**src/rtl/link_arc_pkg.sv**
```systemverilog
package link_arc_pkg;

  localparam int CODE_W   = 5;
  localparam int NUM_ARCS = 57;
  localparam int PAIR_W   = 2 * CODE_W;

  typedef logic [CODE_W-1:0] code_t;

  // Strobes from control to datapath
  typedef struct packed {
    logic loadPrev;    // record the sampled code
    logic setHit;      // OR matching arc into the hit vector
    logic captureErr;  // set error flag and capture the pair
    logic clearErr;    // drop the error flag
    logic fromIsCur;   // captured from-code is the sample itself
  } arc_strobes_t;

  localparam code_t CODE_HOLE_A = 5'h15;
  localparam code_t CODE_HOLE_B = 5'h1E;

  // Permitted move k as {from, to}; sorted by from then to
  function automatic logic [PAIR_W-1:0] arcPair(input int idx);
    logic [PAIR_W-1:0] p;
    case (idx)
      0:  p = {5'h00, 5'h01};
      1:  p = {5'h01, 5'h00};
      2:  p = {5'h01, 5'h02};
      3:  p = {5'h01, 5'h06};
      4:  p = {5'h02, 5'h03};
      5:  p = {5'h02, 5'h04};
      6:  p = {5'h02, 5'h05};
      7:  p = {5'h03, 5'h02};
      8:  p = {5'h04, 5'h05};
      9:  p = {5'h04, 5'h07};
      10: p = {5'h05, 5'h00};
      11: p = {5'h06, 5'h01};
      12: p = {5'h07, 5'h05};
      13: p = {5'h07, 5'h08};
      14: p = {5'h07, 5'h16};
      15: p = {5'h07, 5'h19};
      16: p = {5'h08, 5'h05};
      17: p = {5'h08, 5'h09};
      18: p = {5'h09, 5'h05};
      19: p = {5'h0A, 5'h05};
      20: p = {5'h0A, 5'h08};
      21: p = {5'h0A, 5'h09};
      22: p = {5'h0A, 5'h0B};
      23: p = {5'h0B, 5'h05};
      24: p = {5'h0B, 5'h0C};
      25: p = {5'h0C, 5'h05};
      26: p = {5'h0C, 5'h10};
      27: p = {5'h0D, 5'h05};
      28: p = {5'h0D, 5'h07};
      29: p = {5'h0D, 5'h0E};
      30: p = {5'h0E, 5'h05};
      31: p = {5'h0E, 5'h07};
      32: p = {5'h0E, 5'h0F};
      33: p = {5'h0F, 5'h05};
      34: p = {5'h0F, 5'h07};
      35: p = {5'h0F, 5'h16};
      36: p = {5'h0F, 5'h19};
      37: p = {5'h0F, 5'h1D};
      38: p = {5'h10, 5'h0D};
      39: p = {5'h10, 5'h11};
      40: p = {5'h10, 5'h12};
      41: p = {5'h11, 5'h0D};
      42: p = {5'h11, 5'h10};
      43: p = {5'h12, 5'h13};
      44: p = {5'h12, 5'h14};
      45: p = {5'h13, 5'h0D};
      46: p = {5'h16, 5'h17};
      47: p = {5'h17, 5'h00};
      48: p = {5'h17, 5'h18};
      49: p = {5'h18, 5'h00};
      50: p = {5'h19, 5'h05};
      51: p = {5'h19, 5'h1A};
      52: p = {5'h1A, 5'h1B};
      53: p = {5'h1B, 5'h1C};
      54: p = {5'h1C, 5'h00};
      55: p = {5'h1D, 5'h1F};
      56: p = {5'h1F, 5'h05};
      // never matches a distinct-code pair
      default: p = {5'h15, 5'h15};
    endcase
    return p;
  endfunction

endpackage

```
**src/rtl/link_arc_matcher.sv**
```systemverilog
module link_arc_matcher
  import link_arc_pkg::*;
#(
  parameter int CodeW   = CODE_W,
  parameter int NumArcs = NUM_ARCS
) (
  input  logic [CodeW-1:0]   fromCode,
  input  logic [CodeW-1:0]   toCode,
  output logic [NumArcs-1:0] arcMatch
);

  localparam int PairW = 2 * CodeW;

  logic [PairW-1:0] pairNow;
  assign pairNow = {fromCode, toCode};

  for (genvar g = 0; g < NumArcs; g++) begin : g_arc
    localparam logic [PairW-1:0] ArcP = PairW'(arcPair(g));
    assign arcMatch[g] = (pairNow == ArcP);
  end

endmodule

```
**src/rtl/link_arc_control.sv**
```systemverilog
module link_arc_control
  import link_arc_pkg::*;
#(
  parameter int CodeW   = CODE_W,
  parameter int NumArcs = NUM_ARCS
) (
  input  logic               clk,
  input  logic               rst,
  input  logic               sampleValid,
  input  logic [CodeW-1:0]   sampleCode,
  input  logic               errClear,
  input  logic [CodeW-1:0]   prevCode,
  input  logic [NumArcs-1:0] arcMatch,
  input  logic               errFlag,
  output arc_strobes_t       strobes
);

  logic prevValid;
  logic isHole;
  logic isChange;
  logic arcLegal;
  logic violation;

  always_ff @(posedge clk) begin
    if (rst) prevValid <= 1'b0;
    else if (sampleValid) prevValid <= 1'b1;
  end

  assign isHole    = (sampleCode == CodeW'(CODE_HOLE_A)) ||
                     (sampleCode == CodeW'(CODE_HOLE_B));
  assign isChange  = prevValid && (sampleCode != prevCode);
  assign arcLegal  = |arcMatch;
  assign violation = sampleValid && (isHole || (isChange && !arcLegal));

  always_comb begin
    strobes            = '0;
    strobes.loadPrev   = sampleValid;
    strobes.setHit     = sampleValid && isChange;
    strobes.captureErr = violation && (!errFlag || errClear);
    strobes.clearErr   = errClear;
    strobes.fromIsCur  = !prevValid;
  end

endmodule

```
**src/rtl/link_arc_datapath.sv**
```systemverilog
module link_arc_datapath
  import link_arc_pkg::*;
#(
  parameter int CodeW   = CODE_W,
  parameter int NumArcs = NUM_ARCS
) (
  input  logic               clk,
  input  logic               rst,
  input  logic [CodeW-1:0]   sampleCode,
  input  arc_strobes_t       strobes,
  output logic [CodeW-1:0]   prevCode,
  output logic [NumArcs-1:0] arcMatch,
  output logic [NumArcs-1:0] hitVec,
  output logic               errFlag,
  output logic [CodeW-1:0]   errFrom,
  output logic [CodeW-1:0]   errTo
);

  link_arc_matcher #(.CodeW(CodeW), .NumArcs(NumArcs)) matcher_i (
    .fromCode (prevCode),
    .toCode   (sampleCode),
    .arcMatch (arcMatch)
  );

  always_ff @(posedge clk) begin
    if (rst) prevCode <= '0;
    else if (strobes.loadPrev) prevCode <= sampleCode;
  end

  always_ff @(posedge clk) begin
    if (rst) hitVec <= '0;
    else if (strobes.setHit) hitVec <= hitVec | arcMatch;
  end

  always_ff @(posedge clk) begin
    if (rst) begin
      errFlag <= 1'b0;
      errFrom <= '0;
      errTo   <= '0;
    end else if (strobes.captureErr) begin
      errFlag <= 1'b1;
      errFrom <= strobes.fromIsCur ? sampleCode : prevCode;
      errTo   <= sampleCode;
    end else if (strobes.clearErr) begin
      errFlag <= 1'b0;
    end
  end

endmodule

```
**src/rtl/link_arc_monitor.sv**
```systemverilog
module link_arc_monitor
  import link_arc_pkg::*;
#(
  parameter int CodeW   = CODE_W,
  parameter int NumArcs = NUM_ARCS
) (
  input  logic               clk,
  input  logic               rst,
  input  logic               sampleValid,
  input  logic [CodeW-1:0]   sampleCode,
  input  logic               errClear,
  output logic [NumArcs-1:0] hitVec,
  output logic               errFlag,
  output logic [CodeW-1:0]   errFrom,
  output logic [CodeW-1:0]   errTo,
  output logic               allCovered
);

  arc_strobes_t       strobes;
  logic [CodeW-1:0]   prevCode;
  logic [NumArcs-1:0] arcMatch;

  link_arc_control #(.CodeW(CodeW), .NumArcs(NumArcs)) ctrl_i (
    .clk         (clk),
    .rst         (rst),
    .sampleValid (sampleValid),
    .sampleCode  (sampleCode),
    .errClear    (errClear),
    .prevCode    (prevCode),
    .arcMatch    (arcMatch),
    .errFlag     (errFlag),
    .strobes     (strobes)
  );

  link_arc_datapath #(.CodeW(CodeW), .NumArcs(NumArcs)) dp_i (
    .clk        (clk),
    .rst        (rst),
    .sampleCode (sampleCode),
    .strobes    (strobes),
    .prevCode   (prevCode),
    .arcMatch   (arcMatch),
    .hitVec     (hitVec),
    .errFlag    (errFlag),
    .errFrom    (errFrom),
    .errTo      (errTo)
  );

  assign allCovered = &hitVec;

endmodule

```
**config.mk**
```make
export PLATFORM = sky130hd
export DESIGN_NAME = link_arc_monitor
export DESIGN_NICKNAME = d
export VERILOG_FILES = /design/src/rtl/link_arc_pkg.sv /design/src/rtl/link_arc_matcher.sv /design/src/rtl/link_arc_control.sv /design/src/rtl/link_arc_datapath.sv /design/src/rtl/link_arc_monitor.sv
export SDC_FILE = /design/constraint.sdc
export NUM_CORES = 1
export LEC_CHECK = 0
export BUFFER_PORTS_ARGS = -buffer_cell sky130_fd_sc_hd__buf_2
export CAP_MARGIN = 10
export CORE_MARGIN = 10
export CORE_UTILIZATION = 50
export DETAILED_ROUTE_END_ITERATION = 16
export HOLD_SLACK_MARGIN = 0.12
export PLACE_DENSITY = 0.88
export SLEW_MARGIN = 15
export SYNTH_ARGS = -nofsm -noshare
export SYNTH_HDL_FRONTEND = slang
export SYNTH_SLANG_ARGS = --single-unit
```
**constraint.sdc**
```tcl
create_clock -name clk -period 2.4 [get_ports clk]
set_input_delay 0.6 -clock clk [delete_from_list [all_inputs] [get_ports clk]]
set_output_delay 0.6 -clock clk [all_outputs]
set_load 0.02 [all_outputs]
```
## Word level (Yosys, flattened, before mapping)

Index checks and enable logic that the tools add are counted.

| word-level totals | value |
|---|---|
| register bits | 74 |
| bits of input ports | 9 |
| output and inout bits | 69 |
| word-level logic and storage cells | 83 |

| cells by class | value |
|---|---|
| muxes and demuxes | 3 |
| reductions and logical operators | 13 |
| bitwise gates (word level) | 1 |
| eq/ne operators | 60 |

Operator list:

| cell | count |
|---|---|
| $eq 10x9->1 const B | 22 |
| $eq 10x10->1 const B | 19 |
| $eq 10x8->1 const B | 8 |
| $or 57x57->57 | 1 |
| $reduce_and 57->1 | 1 |
| $reduce_or 57->1 | 1 |
| $eq 10x7->1 const B | 4 |
| $eq 10x6->1 const B | 3 |
| $eq 10x1->1 const B | 1 |
| $eq 5x5->1 const B | 2 |
| $logic_and 1x1->1 | 5 |
| $mux 5 | 1 |
| $ne 5x5->1 | 1 |
| $logic_or 1x1->1 | 3 |
| $logic_not 1->1 | 2 |
| $mux 1 | 2 |
| $reduce_bool 2->1 | 1 |

## Logic depth before layout (Yosys ltp)

| depth | value |
|---|---|
| depth after elaboration | 8 |
| mapped depth | 11 |
| gate-level depth less buffers | 7 |

## Modules after synthesis

A second synthesis with hierarchy kept.

| unflattened totals | value |
|---|---|
| cell total of the unflattened synthesis | 417 |
| area total of the unflattened synthesis | 3472.1 um2 |

By module, submodules not included:

| module | sequential area each (um2) | area each (um2) | times used | cells an instance |
|---|---|---|---|---|
| link_arc_datapath | 1461.4 | 2331.0 | 1 | 243 |
| link_arc_matcher | 0.0 | 716.9 | 1 | 112 |
| link_arc_control | 20.0 | 301.5 | 1 | 42 |
| link_arc_monitor | 0.0 | 122.6 | 1 | 20 |

## Worst setup path before layout

OpenSTA, ideal clock, no wires.

| timing path | value |
|---|---|
| kind | input to register |
| start | input port sampleCode[4] |
| end | register dp_i.errFrom[0] |
| data required time | 2279 ps |
| arrival | 2464 ps |
| library setup time | 121 ps |
| slack | -186 ps |
| buffers on the path | 2 |
| stages on the path | 8 |
| cell sequence | buf_2 buf_4 o32a_1 o41a_1 a41oi_1 o21bai_2 a32oi_4 mux2_4 |

| between the ends | value |
|---|---|
| longest elaborated chain between the ends | 7 |
| elaborated cells between the ends (all ways) | 68 |
| classes of those cells | eq/ne (60); reduce/logical (8) |

Ends and longest elaborated chain:

| item | line | source |
|---|---|---|
| start: declaration | link_arc_monitor.sv:10 | `input logic [CodeW-1:0] sampleCode,` |
| $eq 10x1->1 (tied with other cells) | link_arc_matcher.sv:19 | `assign arcMatch[g] = (pairNow == ArcP);` |
| $reduce_or 57->1 | link_arc_control.sv:32 | `assign arcLegal = \|arcMatch;` |
| $logic_not 1->1 | link_arc_control.sv:33 | `assign violation = sampleValid && (isHole \|\| (isChange && !arcLegal));` |
| $logic_and 1x1->1 | link_arc_control.sv:33 |  |
| $logic_or 1x1->1 (*) | link_arc_control.sv:33 |  |
| $logic_and 1x1->1 (*) | link_arc_control.sv:33 |  |
| $logic_and 1x1->1 (*) | link_arc_control.sv:39 | `strobes.captureErr = violation && (!errFlag \|\| errClear);` |
| end signal: assignment | link_arc_datapath.sv:42 | `errFrom <= strobes.fromIsCur ? sampleCode : prevCode;` |
| end: declaration | link_arc_datapath.sv:15 | `output logic [CodeW-1:0] errFrom,` |

Mark *: on every way between the ends. The rest lies on a longest branch, timed or not.
A chain may end at the register's enable or synchronous reset.

## Worst setup path in the final report

| timing path | value |
|---|---|
| start | input port sampleCode[1] |
| end | register dp_i.errFrom[4] |

Same word-level chain as after synthesis.

==> metrics <==
status=complete, but fails checks; failing checks=negative setup slack; Power Density=480 nW/um2; Slew HR=0.641; Initial Util=0.517; ant diodes=0; final hold viol count=0; DP Cell Count=706; Slew @ Worst Pin=0.537 ns; r2r endpoint=dp_i.errFrom[4]$_SDFFE_PP0P_; WP data arrival=2.78 ns; CP endpoint kind=flop; Worst Path Required=2.64 ns; Post-CTS Hold Buffers=0; hpwl dp=11,000 um; minimum clock period after layout=2.54 ns; vias per cell=6.05; Slew Viols, Final=0; worst-skew pair later-pin latency=0.36 ns; crit-path max cell delay=0.49 ns; HP Class=flop to flop; drt wl/cell=21.1 um; layout cells sized above 1=0.429; pin count of the biggest net entering global routing=59; GR Overflow Total=0; DR iter-0 viols=531; worst hold stages=2; number of remaining DRC errors=0; Core Box Area=7810 um2; CP startpoint kind=input port; final-stage net count=648; CTS H-Tree Depth=3; Post-Syn Nets=473; Non-Filler Instances=745; Via Count=4,510; Layout area overhead=45.3%; worst slack at placement=-0.504 ns; Peak Freq=394 MHz; cells after synthesis=464; synthesized area per cell=8.69 um2; Top FF cell, synth=dfxtp_1; sequential share of the synthesized area=0.367; first-pass GRT wire length=24,400 um; Synth cell types=63; setup violators final=10; Hold Startpoint=dp_i.hitVec[42]$_SDFFE_PP0P_; CTS tree=done; Initial DRT Pass Iterations=5; cells on worst reg2reg path=8; Post-synth EDFFs=0; critical-path cell list=buf_2 > nor4bb_4 > buf_4 > o211ai_1 > a41oi_2 > o21bai_4 > a32oi_4 > mux2_4; Mapped Area=4030 um2; fraction of registers with async set/reset=0; Final WS setup=-0.138 ns; Die Y=110 um; Pwr Total=2810 uW; flop-to-flop setup slack=-0.11 ns; Die ar.=12,100 um2; Routed Wire Length=15,700 um; RSZ-0062 raised after global routing=true; Critical Path Slowest Stage Cell=nor4bb_4; Root Driver=clkbuf_8; Hold EP=dp_i.hitVec[42]$_SDFFE_PP0P_; gpl congestion=0.927; FF+latch count, synth=74; synthesis warning total=0; GRT Resource Usage Total=0.260; IO buf count=77; I/O pin cnt=78; Clock Path Buffers=2; vias in the first global route=4,305; clock sink count=74; VDD IR-drop max=0.279 mV; initial antenna violation count=0; Post-DRT Antenna Nets=0; clock slew at reported path FFs=0.07 ns; Die W=110 um; max_cap viols=0; Crit Path Max Fanout=9; final worst-path cycle share=1.06; reg2reg start=dp_i.prevCode[2]$_SDFFE_PP0P_; Static Leak=0.00261 uW; skew final=0.0176 ns; TritonCTS Buffers=9; row count=32; CP Class=input port to flop
[timing repair]
item	in CTS	in global routing
setup buffers	26	0
cloned	3	0
gates resized for setup	46	3
endpoints found under the setup margin	10	10
pin swaps	17	5
[cell families (layout without fill, tap and decap cells)]
| logic type | count (synthesis) | count (layout) | share of synthesized area |
|---|---|---|---|
| flops | 74 | 74 | 0.367 |
| buf+inv | 49 | 228 | 0.0704 |
| mux | 22 | 22 | 0.0611 |
| simple gates | 218 | 218 | 0.319 |
| xor+xnor | 7 | 7 | 0.0152 |
| compound gates | 94 | 94 | 0.167 |
[power by group]
part / internal [uW] / total [uW] / switching, uW
Sequential: 1240 / 1260 / 13.8
Combinational: 279 / 566 / 287
Clock: 478 / 991 / 513
[stage by stage]
stage	hold slack [ns]	TNS, ns	util	area [um2]
finish	0.464	-0.785	0.751	5860
global route	0.491	-1.53	0.751	5860
CTS	0.467	-0.0219	0.749	5850
detailed placement	0.456	-5.00	0.663	5170
global placement	0.452	-5.05	0.663	5170
floorplan	0.534	-0.700	-	4070
[placed cells by master (no fill, tap or decap), drive strengths merged, types with 2 or more instances in the layout]
cell type / instances
o31a: 2
buf: 209
a32oi: 2
and3: 10
and2: 5
inv: 4
clkinvlp: 2
nor3b: 2
xnor2: 4
and4b: 2
o22ai: 2
a41oi: 10
nand3: 6
nand2b: 23
a21oi: 32
nor2b: 21
a31oi: 27
mux2: 6
clkbuf: 9
or2: 2
dfxtp: 74
nand4: 20
nand2: 11
nor4bb: 2
nand3b: 3
nor4: 9
o21ai: 3
nor2: 78
a22oi: 2
mux2i: 16
nor4b: 6
and4: 3
and4bb: 2
clkinv: 2
nor3: 8
or4: 2
o32a: 2
xor2: 3
nand4b: 2
[metal layers]
metal	wire length, um	part of all wire	vias to the layer above	global-route usage
li1	-	-	2046	-
met1	6360	0.40	2125	0.339
met2	7370	0.47	295	0.419
met3	1600	0.10	44	0.0474
met4	400	0.025	0	0.0957
met5	0	0	-	0
[worst max-delay path: cells and delay by family]
kind | cells | cell delay (ns)
AO/OA/AOI/OAI | 4 | 0.90
buffers and inverters | 2 | 0.43
AND/OR/NAND/NOR | 1 | 0.49
multiplexers | 1 | 0.33
[cells in the mapped netlist, drive strengths merged (2+ instances only)]
library cell | number | area share
nor2 | 78 | 0.073
dfxtp | 74 | 0.37
a21oi | 32 | 0.040
buf | 30 | 0.052
a31oi | 27 | 0.042
nand2b | 23 | 0.036
nor2b | 21 | 0.033
nand4 | 20 | 0.033
clkbuf | 16 | 0.016
mux2i | 16 | 0.040
nand2 | 11 | 0.010
a41oi | 10 | 0.025
and3 | 10 | 0.016
nor4 | 9 | 0.026
nor3 | 8 | 0.0099
mux2 | 6 | 0.021
nand3 | 6 | 0.0074
nor4b | 6 | 0.022
and2 | 5 | 0.0078
xnor2 | 4 | 0.0087
and4 | 3 | 0.0065
inv | 3 | 0.0028
nand3b | 3 | 0.0056
o21ai | 3 | 0.0037
xor2 | 3 | 0.0065
a22oi | 2 | 0.0037
a32oi | 2 | 0.0090
and4b | 2 | 0.0050
and4bb | 2 | 0.0062
nand4b | 2 | 0.0043
nor3b | 2 | 0.0037
nor4bb | 2 | 0.0050
o22ai | 2 | 0.0031
o31a | 2 | 0.0043
o32a | 2 | 0.0050
or2 | 2 | 0.0031
or4 | 2 | 0.0047
[registers in the layout (all words and copies together) (netlist names)]
signal	cells
ctrl_i.prevValid	1
dp_i.prevCode	5
dp_i.errTo	5
dp_i.hitVec	57
dp_i.errFrom	5
dp_i.errFlag	1
[layout make-up]
cell class | instances | area [um2]
Timing Repair Buffer | 210 | 1610
Tap cell | 102 | 128
Clock buffer | 9 | 124
Fill cell | 567 | 1950
Multi-Input combinational cell | 341 | 2420
Clock inverter | 6 | 67.6
Inverter | 3 | 11.3
Sequential cell | 74 | 1500
[worst max path at each step]
stage / from / to / depth (start not counted)
5_1_grt: dp_i.prevCode[2]$_SDFFE_PP0P_ / dp_i.errFrom[4]$_SDFFE_PP0P_ / 8
3_5_place_dp: sampleCode[0] / dp_i.errFrom[4]$_SDFFE_PP0P_ / 9
2_1_floorplan: sampleCode[4] / dp_i.errFrom[0]$_SDFFE_PP0P_ / 8
6_report: sampleCode[1] / dp_i.errFrom[4]$_SDFFE_PP0P_ / 8
3_3_place_gp: sampleCode[2] / dp_i.errFrom[3]$_SDFFE_PP0P_ / 9
4_1_cts: dp_i.prevCode[0]$_SDFFE_PP0P_ / dp_i.errFrom[4]$_SDFFE_PP0P_ / 8
No activity file was read; power rests on OpenSTA's default activity.
